### config.mk
export PLATFORM = sky130hd
export DESIGN_NAME = rail_chain_seq
export DESIGN_NICKNAME = d
export VERILOG_FILES = /design/src/rtl/rcs_pkg.sv /design/src/rtl/rcs_window_cnt.sv /design/src/rtl/rcs_gate_map.sv /design/src/rtl/rail_chain_seq.sv
export SDC_FILE = /design/constraint.sdc
export NUM_CORES = 1
export LEC_CHECK = 0
export ABC_CLOCK_PERIOD_IN_PS = 3300
export BUFFER_PORTS_ARGS = -buffer_cell sky130_fd_sc_hd__buf_2
export CAP_MARGIN = 5
export CORE_MARGIN = 4
export CORE_UTILIZATION = 45
export CTS_CLUSTER_DIAMETER = 150
export DETAILED_ROUTE_END_ITERATION = 10
export PLACE_DENSITY_LB_ADDON = 0.2
export RECOVER_POWER = 100
export SLEW_MARGIN = 20
export SYNTH_ARGS = -nofsm -noshare
export SYNTH_HDL_FRONTEND = slang
export SYNTH_SLANG_ARGS = --single-unit
### constraint.sdc
create_clock -name clk -period 3.3 [get_ports clk]
set_input_delay 0.165 -clock clk [delete_from_list [all_inputs] [get_ports clk]]
set_output_delay 0.165 -clock clk [all_outputs]
set_load 0.01 [all_outputs]
### src/rtl/rcs_pkg.sv
package rcs_pkg;

    typedef enum logic [2:0] {
        ST_IDLE     = 3'd0,
        ST_QUAL     = 3'd1,
        ST_ON_STEP  = 3'd2,
        ST_RST_WAIT = 3'd3,
        ST_RUN      = 3'd4,
        ST_OFF_STEP = 3'd5,
        ST_FAULT    = 3'd6
    } seq_state_t;

endpackage

### src/rtl/rcs_window_cnt.sv
// Cycle window counter: done goes high on the LIMIT-th cycle of continuous run.
module rcs_window_cnt #(
    parameter int LIMIT = 16
) (
    input  logic clk,
    input  logic rst_n,
    input  logic run,
    input  logic restart,
    output logic done
);
    localparam int CW = (LIMIT > 1) ? $clog2(LIMIT) : 1;
    localparam logic [CW-1:0] LAST_V = CW'(LIMIT - 1);

    logic [CW-1:0] cnt;

    always_ff @(posedge clk or negedge rst_n) begin
        if (!rst_n) begin
            cnt <= '0;
        end else if (!run || restart) begin
            cnt <= '0;
        end else if (cnt != LAST_V) begin
            cnt <= cnt + 1'b1;
        end
    end

    always_comb begin
        done = run && (cnt == LAST_V);
    end
endmodule

### src/rtl/rcs_gate_map.sv
// Decodes controller state and step index into the per-channel gate enables.
module rcs_gate_map
    import rcs_pkg::*;
#(
    parameter int NCH = 4,
    parameter int IW  = 2
) (
    input  seq_state_t      state,
    input  logic [IW-1:0]   idx,
    output logic [NCH-1:0]  gate_en
);
    for (genvar k = 0; k < NCH; k++) begin : g_ch
        logic all_on, rising_set, falling_set;
        always_comb begin
            all_on      = (state == ST_RST_WAIT) || (state == ST_RUN);
            rising_set  = (state == ST_ON_STEP)  && (IW'(k) <= idx);
            falling_set = (state == ST_OFF_STEP) && (IW'(k) <  idx);
            gate_en[k]  = all_on || rising_set || falling_set;
        end
    end
endmodule

### src/rtl/rail_chain_seq.sv
// Four-channel rail sequencer: fixed A..D up, D..A down, stepped by gate feedback.
module rail_chain_seq
    import rcs_pkg::*;
#(
    parameter int NCH          = 4,
    parameter int QUAL_CYCLES  = 1_000_000,
    parameter int RST_CYCLES   = 16_000_000,
    parameter int STEP_TIMEOUT = 100_000
) (
    input  logic           clk,
    input  logic           rst_n,
    input  logic           en_n,
    input  logic [NCH-1:0] uv_ok,
    input  logic [NCH-1:0] gate_near,
    input  logic [NCH-1:0] gate_full,
    input  logic [NCH-1:0] gate_low,
    output logic [NCH-1:0] gate_en,
    output logic           reset_n,
    output logic           sysrst_n
);
    localparam int IW = (NCH > 1) ? $clog2(NCH) : 1;
    localparam logic [IW-1:0] IDX_LAST  = IW'(NCH - 1);
    localparam logic [IW-1:0] IDX_FIRST = '0;

    seq_state_t    state, state_nxt;
    logic [IW-1:0] idx, idx_nxt;

    logic uv_all, qual_ok, in_step, step_hit, step_restart;
    logic qual_done, hold_done, step_late;

    // Input qualification terms
    always_comb begin
        uv_all  = &uv_ok;
        qual_ok = uv_all && !en_n;
        in_step = (state == ST_ON_STEP) || (state == ST_OFF_STEP);
    end

    // Feedback for the step currently in progress
    always_comb begin
        step_hit = 1'b0;
        if (state == ST_ON_STEP) begin
            step_hit = (idx == IDX_LAST) ? gate_full[idx] : gate_near[idx];
        end else if (state == ST_OFF_STEP) begin
            step_hit = gate_low[idx];
        end
    end

    // State register
    always_ff @(posedge clk or negedge rst_n) begin
        if (!rst_n) begin
            state <= ST_IDLE;
            idx   <= IDX_FIRST;
        end else begin
            state <= state_nxt;
            idx   <= idx_nxt;
        end
    end

    // Next-state logic
    always_comb begin
        state_nxt = state;
        idx_nxt   = idx;
        unique case (state)
            ST_IDLE: begin
                if (qual_ok) state_nxt = ST_QUAL;
            end
            ST_QUAL: begin
                if (!qual_ok) begin
                    state_nxt = ST_IDLE;
                end else if (qual_done) begin
                    state_nxt = ST_ON_STEP;
                    idx_nxt   = IDX_FIRST;
                end
            end
            ST_ON_STEP: begin
                if (!uv_all) begin
                    state_nxt = ST_FAULT;
                end else if (en_n) begin
                    state_nxt = ST_OFF_STEP;
                end else if (step_hit) begin
                    if (idx == IDX_LAST) state_nxt = ST_RST_WAIT;
                    else                 idx_nxt   = idx + 1'b1;
                end else if (step_late) begin
                    state_nxt = ST_FAULT;
                end
            end
            ST_RST_WAIT: begin
                if (!uv_all) begin
                    state_nxt = ST_FAULT;
                end else if (en_n) begin
                    state_nxt = ST_OFF_STEP;
                    idx_nxt   = IDX_LAST;
                end else if (hold_done) begin
                    state_nxt = ST_RUN;
                end
            end
            ST_RUN: begin
                if (!uv_all) begin
                    state_nxt = ST_FAULT;
                end else if (en_n) begin
                    state_nxt = ST_OFF_STEP;
                    idx_nxt   = IDX_LAST;
                end
            end
            ST_OFF_STEP: begin
                if (!uv_all) begin
                    state_nxt = ST_FAULT;
                end else if (step_hit) begin
                    if (idx == IDX_FIRST) state_nxt = ST_IDLE;
                    else                  idx_nxt   = idx - 1'b1;
                end else if (step_late) begin
                    state_nxt = ST_FAULT;
                end
            end
            ST_FAULT: begin
                if (en_n) state_nxt = ST_IDLE;
            end
            default: begin
                state_nxt = ST_IDLE;
                idx_nxt   = IDX_FIRST;
            end
        endcase
    end

    always_comb begin
        step_restart = (state_nxt != state) || (idx_nxt != idx);
    end

    rcs_window_cnt #(.LIMIT(QUAL_CYCLES)) u_qual_win (
        .clk(clk), .rst_n(rst_n),
        .run(qual_ok && (state == ST_QUAL)), .restart(1'b0),
        .done(qual_done)
    );

    rcs_window_cnt #(.LIMIT(RST_CYCLES)) u_hold_win (
        .clk(clk), .rst_n(rst_n),
        .run(state == ST_RST_WAIT), .restart(1'b0),
        .done(hold_done)
    );

    rcs_window_cnt #(.LIMIT(STEP_TIMEOUT)) u_step_win (
        .clk(clk), .rst_n(rst_n),
        .run(in_step), .restart(step_restart),
        .done(step_late)
    );

    rcs_gate_map #(.NCH(NCH), .IW(IW)) u_gate_map (
        .state(state), .idx(idx), .gate_en(gate_en)
    );

    // Output decode
    always_comb begin
        reset_n  = (state == ST_RUN);
        sysrst_n = (state != ST_FAULT);
    end
endmodule

==> run metrics, run 1 <==
I/O Pins=25; Sw Pwr=0.703 mW; via count=between 3000 and 4000; R2R Setup Slk=approximately 0.75 ns; leakage power=1.67 nW; IO Port Bufs=20; Max Cap Viol=1; slew margin rel.=-14.6%; antenna violations before repair=0; pre-CTS setup slack=about 0.78 ns; Final setup viols=0; syn nets=~460; Cell variety after synth=58; most common cell after layout, fill and taps aside=nor2_1; outcome=complete, but fails checks; final setup TNS=0 ns; Worst R2R End=u_step_win.cnt[0]; Critical Path Start=state[1]; Post-Syn Area=around 0.004 sq mm; failing checks=max-capacitance violations, max-slew violations; CTS Buf Count=9; final period utilization=between 70% and 80%; register share of total power=between 40% and 50%; cells on worst reg2reg path=6; HPWL after DPL=5980 microns; GRT overflow=0; via count of the first global-routing pass=between 3000 and 4000; most frequent cells in the layout=70 x nor2_1, 66 x dfrtp_1, 39 x nand2_1; register area share after synthesis=a little over two fifths; Top FF cell, synth=dfrtp_1; CP Capture Point=u_step_win.cnt[0]; CP Data Arrival Time=roughly 2.8 ns; endpoint type of the worst setup path=flip-flop; Antenna Cells=0; clk slew on worst S/H paths=0.07 ns; Mapped Avg Cell Area=approximately 9 sq um; Area growth syn-to-layout=7.80%; 1st-iter DRT viols=roughly 170; drt first pass iters=5; Slew Limit Fails=34; CTS root buf=clkbuf_8; # rows=33; Worst Tran Pin Value=approximately 1.7 ns; GP Congestion=0.867; cell type group with the largest total delay on the critical path=simple AND/OR/NAND/NOR gates; placed standard-cell area=slightly above 0.004 sq mm; worst path required time=3.51 ns; Max H-tree Level=3; internal cell power=1.43 mW; Layout Cells excl Fill=between 500 and 600; Detail Route Antenna Nets=0; Bufs on Longest Clock Path=2; PD cells=between 500 and 600 mW/mm^2; EDFF count, synth=0; Post-synth ARST share=between 90% and 100%; CTS tree=built; die height=~100 microns; Crit path largest cell delay=~0.62 ns; Setup Crit Path Kind=reg2reg; Comb pwr share=24.1%; # fillers=791; Power, Total=between 2 and 2.5 mW; Buf/Inv on CP=0; Peak Freq=392 MHz; Switching Fraction=~33%; Final min period=2.55 ns; Hold Slack=about 0.22 ns; Setup WS post-layout=between 0.7 and 0.8 ns; cell mode on critical path=nor2_1; Clock power frac=between 30% and 40%; Chip Width=102 microns; # Post-CTS Setup Buffers=0; worst path cell trace=nand2b_1 -> nor2_1 -> o21ai_0 -> a311o_2 -> nand3_1 -> nor2_1; first-pass GRT wire length=roughly 15000 microns; reg-to-reg startpoint=state[1]; Hold Vio Cnt, Final=0; CP Depth=6; #FFs+latches synth=66; layout cells sized above 1=9.05%; Initial Util=between 40% and 50%; Post-Layout Inst Area=0.00425 sq mm; vias per std cell=5.76; Slowest-stage cell, CP=dfrtp_1; Tot GR Track Use=around 18%; drt drc=0; worst clock skew=0.0102 ns; crit path max fanout=16; YS warnings=0; full die area=~0.010 sq mm; crit start category=flip-flop; Worst-Skew Late Latency=0.35 ns; largest net degree at the start of global routing=35; routed wire length per instance=14.9 microns; Max VDD drop=200 uV; RSZ-0062 raised after global routing=no; total length of routed wires=approximately 8500 microns; Inst Count DP=roughly 550; nets@finish=482; Syn Inst Count=442; Final Util=between 50% and 60%; CORE AREA=about 0.0084 sq mm; clock sinks=66; HP Class=in2reg
## area by class of cell
type	count	area, sq um	area share [%]
well taps	105	131	3.09
multi-input cells	348	2090	49.2
repair buffers	27	144	3.38
clock buffers	13	169	3.97
clock inverters	2	35.0	0.824
inverters	8	30.0	0.706
flip-flops and latches	66	1650	38.8
## power groups by stage
stage | sequential (mW) | combinational (mW) | clock, mW
after floorplan | 0.872 | 0.453 | 0
after global routing | 0.921 | 0.576 | 0.771
final | 0.912 | 0.514 | 0.704
after global placement | 0.923 | 0.525 | 0
after detailed placement | 0.926 | 0.527 | 0
after CTS | 0.910 | 0.529 | 0.726
## timing repair
action / 4_1_cts / 5_1_grt
hold buffers: 1 / 0
gates resized for setup: 0 / 0
endpoints found under the hold margin: 32 / 0
## worst reg2reg max path: stages (launching register included)
cell,delay [ns]
dfrtp_1,0.62
nand2b_1,0.31
nor2_1,0.45
o21ai_0,0.24
a311o_2,0.37
nand3_1,0.34
nor2_1,0.10
## flip-flops by register name, summed over array words and instances (netlist names)
signal,flops
u_hold_win.cnt,24
state,3
idx,2
u_step_win.cnt,17
u_qual_win.cnt,20
## logic make-up after synthesis
family	after synthesis	synth area share, %
AND/OR/NAND/NOR	232	30.1
flip-flops	66	41.9
AO/OA/AOI/OAI	62	9.96
XOR/XNOR	48	10.7
buffers and inverters	28	4.98
multiplexers	3	1.43
adder cells (fa/ha/maj)	3	0.952
## synth_stat cells (2+ instances only)
| library cell | count | area share, % |
|---|---|---|
| a211oi_1 | 2 | 0.38 |
| a21oi_1 | 16 | 2.0 |
| a221o_1 | 2 | 0.51 |
| a31oi_1 | 8 | 1.3 |
| and2_1 | 2 | 0.32 |
| and3_1 | 11 | 1.7 |
| and4_1 | 9 | 2.0 |
| and4b_1 | 4 | 1.0 |
| buf_6 | 4 | 1.1 |
| clkbuf_1 | 8 | 0.76 |
| clkbuf_8 | 4 | 1.4 |
| dfrtp_1 | 66 | 42 |
| ha_1 | 3 | 0.95 |
| inv_1 | 8 | 0.76 |
| mux4_2 | 2 | 1.1 |
| nand2_1 | 39 | 3.7 |
| nand2b_1 | 5 | 0.79 |
| nand3_1 | 34 | 4.3 |
| nand3_2 | 2 | 0.51 |
| nand3b_1 | 3 | 0.57 |
| nand4_1 | 22 | 3.5 |
| nor2_1 | 70 | 6.7 |
| nor3_1 | 14 | 1.8 |
| nor4_1 | 3 | 0.48 |
| o21ai_0 | 15 | 1.9 |
| o22ai_1 | 3 | 0.48 |
| o31ai_1 | 3 | 0.57 |
| or3_1 | 4 | 0.63 |
| xnor2_1 | 19 | 4.2 |
| xor2_1 | 29 | 6.4 |
## worst min path at each step
| stage | start | endpoint | depth (start not counted) |
|---|---|---|---|
| 5_1_grt | gate_low[0] | state[2] | 3 |
| 2_1_floorplan | rst_n | idx[0] | 0 |
| 6_report | gate_low[0] | state[2] | 3 |
| 3_3_place_gp | rst_n | u_hold_win.cnt[5] | 1 |
| 4_1_cts | gate_low[0] | state[2] | 3 |
| 3_5_place_dp | rst_n | u_hold_win.cnt[5] | 1 |
## layer usage
layer / wire length, microns / global-route usage (%)
met1: 4180 / 24.9
met2: 3720 / 27.4
met3: 496 / 4.34
met5: 0 / 0
met4: 116 / 6.34
(Power assumes the default switching activity.)
==> run 2, diff against run 1 <==
--- a/config.mk
+++ b/config.mk
@@ -5,7 +5,8 @@
 export SDC_FILE = /design/constraint.sdc
 export NUM_CORES = 1
 export LEC_CHECK = 0
-export ABC_CLOCK_PERIOD_IN_PS = 3300
+export ABC_AREA = 1
+export ABC_CLOCK_PERIOD_IN_PS = 2280
 export BUFFER_PORTS_ARGS = -buffer_cell sky130_fd_sc_hd__buf_2
 export CAP_MARGIN = 5
 export CORE_MARGIN = 4
==> constraint.sdc (replaced) <==
create_clock -name clk -period 2.28 [get_ports clk]
set_input_delay 0.114 -clock clk [delete_from_list [all_inputs] [get_ports clk]]
set_output_delay 0.114 -clock clk [all_outputs]
set_load 0.01 [all_outputs]
==> run metrics, run 2 <==
outcome=finished, final reports clean; CP Data Arrival Time=2.49 ns; Final setup viols=0; Detail Route Antenna Nets=0; crit start category=flip-flop; Max VDD drop=between 400 and 500 uV; Max Cap Viol=0; Syn Inst Count=roughly 590; layout cells sized above 1=23.8%; YS warnings=0; 1st-iter DRT viols=around 190; Mapped Avg Cell Area=between 7 and 8 sq um; register share of total power=between 30% and 40%; routed wire length per instance=between 10 and 15 microns; Peak Freq=roughly 450 MHz; met2 WL post-DR=4520 microns; # rows=35; endpoint type of the worst setup path=flip-flop; Post-synth ARST share=100%; max FFs per register=24; top cell types by occurrence after synthesis=137 x nand2_1, 84 x inv_1, 66 x dfrtp_1, 66 x nor2_1, 38 x a21oi_1; leakage power=2.19 nW; CP Depth=16; Crit path largest cell delay=~0.38 ns; Worst Tran Pin Value=roughly 1.5 ns; cells on worst reg2reg path=16; Reg with most FFs=u_hold_win.cnt; Area growth syn-to-layout=20.0%; top sig layer=met4; Critical Path Start=u_step_win.cnt[0]; Initial Util=roughly 46%; final period utilization=slightly below 100%; Post-Syn Area=between 0.004 and 0.005 sq mm; Max H-tree Level=3; register area share after synthesis=approximately two fifths; syn nets=609; R2R Setup Slk=just over 0.06 ns; EDFF count, synth=0; worst path required time=~2.6 ns; Clock power frac=28.8%; largest net degree at the start of global routing=67; Switching Fraction=between 30% and 40%; Setup Crit Path Kind=reg2reg; total length of routed wires=between 9000 and 10000 microns; CP Capture Point=u_step_win.cnt[7]; area leader, netlist=dfrtp_1; Tot GR Track Use=between 15 and 20%; Post-Route M1 WL=approximately 4700 microns; metal3 WL=approximately 280 microns; cell type group with the largest total delay on the critical path=simple AND/OR/NAND/NOR gates; GP Congestion=0.912; internal cell power=2.30 mW; Buf/Inv on CP=2; I/O Pins=25; Final Util=55.1%; RSZ-0062 raised after global routing=yes; Slew Limit Fails=0; CTS tree=built; #FFs+latches synth=66; clk slew on worst S/H paths=~0.07 ns; CTS root buf=clkbuf_8; drt first pass iters=4; most common cell in the netlist=nand2_1; Comb pwr share=between 30% and 40%; reg-to-reg startpoint=u_step_win.cnt[0]; nets@finish=between 600 and 700; crit path max fanout=8; vias per std cell=~5.2; Worst-Skew Late Latency=between 0.3 and 0.4 ns; drt drc=0; Hold Vio Cnt, Final=0; Bufs on Longest Clock Path=2; first-pass GRT wire length=around 16000 microns; full die area=around 0.011 sq mm; Antenna Cells=0; antenna violations before repair=0; share of the synthesized area in the top cell type=a little under 40%; Top FF cell, synth=dfrtp_1; most frequent cells in the layout=126 x nand2_1, 78 x inv_1, 63 x dfrtp_1; Largest regs=u_hold_win.cnt (24), u_qual_win.cnt (20), u_step_win.cnt (17); worst path cell trace=ha_2 -> inv_2 -> nor2_4 -> nand3_2 -> nor2_4 -> nand3_2 -> nand2_2 -> nand2_2 -> nand2_1 -> nand2_2 -> nand4_1 -> nand2_1 -> nor2_2 -> nand3_4 -> clkbuf_16 -> nor2_4; GRT overflow=0; most common cell after layout, fill and taps aside=nand2_1; slew margin rel.=roughly 2.2%; die height=about 100 microns; Slowest-stage cell, CP=dfrtp_1; HPWL after DPL=about 7000 microns; Cell variety after synth=38; via count=around 4000; worst clock skew=~0.011 ns; Sw Pwr=about 1.2 mW; final setup TNS=0 ns; Worst R2R End=u_step_win.cnt[7]; CORE AREA=between 0.009 and 0.01 sq mm; IO Port Bufs=20; PD cells=between 600 and 700 mW/mm^2; Area contributors post-synth=dfrtp_1 39%, nand2_1 12%, inv_1 7.5%; Chip Width=105 microns; clock sinks=66; CTS Buf Count=9; # fillers=around 850; Final min period=roughly 2.2 ns; via count of the first global-routing pass=roughly 3700; HP Class=in2reg
## run 2: changes by cell type after synthesis, moves of 9 or more
cell,previous run,this run
xnor2_1,19,4
a21oi_1,16,38
nand2_1,39,137
inv_1,8,84
o21ai_0,15,33
and4_1,9,0
nor2_4,0,13
xor2_1,29,5
## run 2: layer usage
metal	track usage [%]	vias up
met5	0	-
met4	6.47	0
met3	3.40	14
met2	27.8	66
met1	24.3	1879
li1	-	2036
## run 2: cell type report
class | instances | area (sq um) | share of cell area, %
clock buffer | 13 | 169 | 3.35
clock inverter | 2 | 35.0 | 0.694
inverter | 91 | 345 | 6.85
multi-input combinational | 424 | 2300 | 45.6
sequential | 66 | 1660 | 32.8
tap | 111 | 139 | 2.75
timing repair buffer | 54 | 403 | 7.99
## run 2: cell families after synthesis
group | Yosys count | share of synthesized area (%)
AO/OA/AOI/OAI | 91 | 12.1
XOR/XNOR | 9 | 1.88
adder cells (fa/ha/maj) | 3 | 0.893
buffers and inverters | 97 | 9.38
flip-flops | 66 | 39.3
AND/OR/NAND/NOR | 321 | 36.5
## run 2: how the worst min path moves through the flow
stage	end	from	slack, ns	cells after the start
2_1_floorplan	idx[0]	rst_n	-0.18	0
3_3_place_gp	u_step_win.cnt[10]	rst_n	0.16	2
3_5_place_dp	u_step_win.cnt[10]	rst_n	0.17	2
4_1_cts	state[0]	uv_ok[1]	0.20	5
5_1_grt	state[0]	uv_ok[1]	0.23	5
6_report	state[0]	uv_ok[1]	0.22	5
## run 2: timing repair
item | 4_1_cts | 5_1_grt
cloned | 0 | 2
gates resized for setup | 1 | 53
pin swaps | 0 | 3
buffers inserted | 0 | 14
endpoints found under the hold margin | 66 | 0
setup endpoints to repair | 7 | 27
hold buffers | 1 | 0
## run 2: power by group through the flow
stage               sequential [mW]  clock [mW]  combinational, mW
floorplan                      1.27           0              0.735
global placement               1.29           0               1.02
detailed placement             1.29           0               1.03
CTS                            1.27        1.04               1.03
global route                   1.29        1.09               1.35
finish                         1.28        1.01               1.23
## run 2: metrics by stage
step / hold WS, ns / instances / total power, mW / instance area, sq um / setup WS [ns]
after floorplan: -0.182 / 587 / 2.00 / 4200 / 0.237
after global placement: 0.164 / 729 / 2.31 / 4550 / 0.0798
after detailed placement: 0.167 / 729 / 2.32 / 4550 / -0.0135
after CTS: 0.203 / 745 / 3.34 / 4760 / 0.0199
after global routing: 0.230 / 761 / 3.73 / 5040 / -0.0842
final: 0.219 / 761 / 3.53 / 5040 / 0.0615
## run 2: worst register-to-register path, stage by stage (launching register included)
cell	delay (ns)
dfrtp_1	0.38
ha_2	0.21
inv_2	0.05
nor2_4	0.11
nand3_2	0.10
nor2_4	0.13
nand3_2	0.12
nand2_2	0.09
nand2_2	0.06
nand2_1	0.07
nand2_2	0.06
nand4_1	0.10
nand2_1	0.07
nor2_2	0.18
nand3_4	0.14
clkbuf_16	0.21
nor2_4	0.08
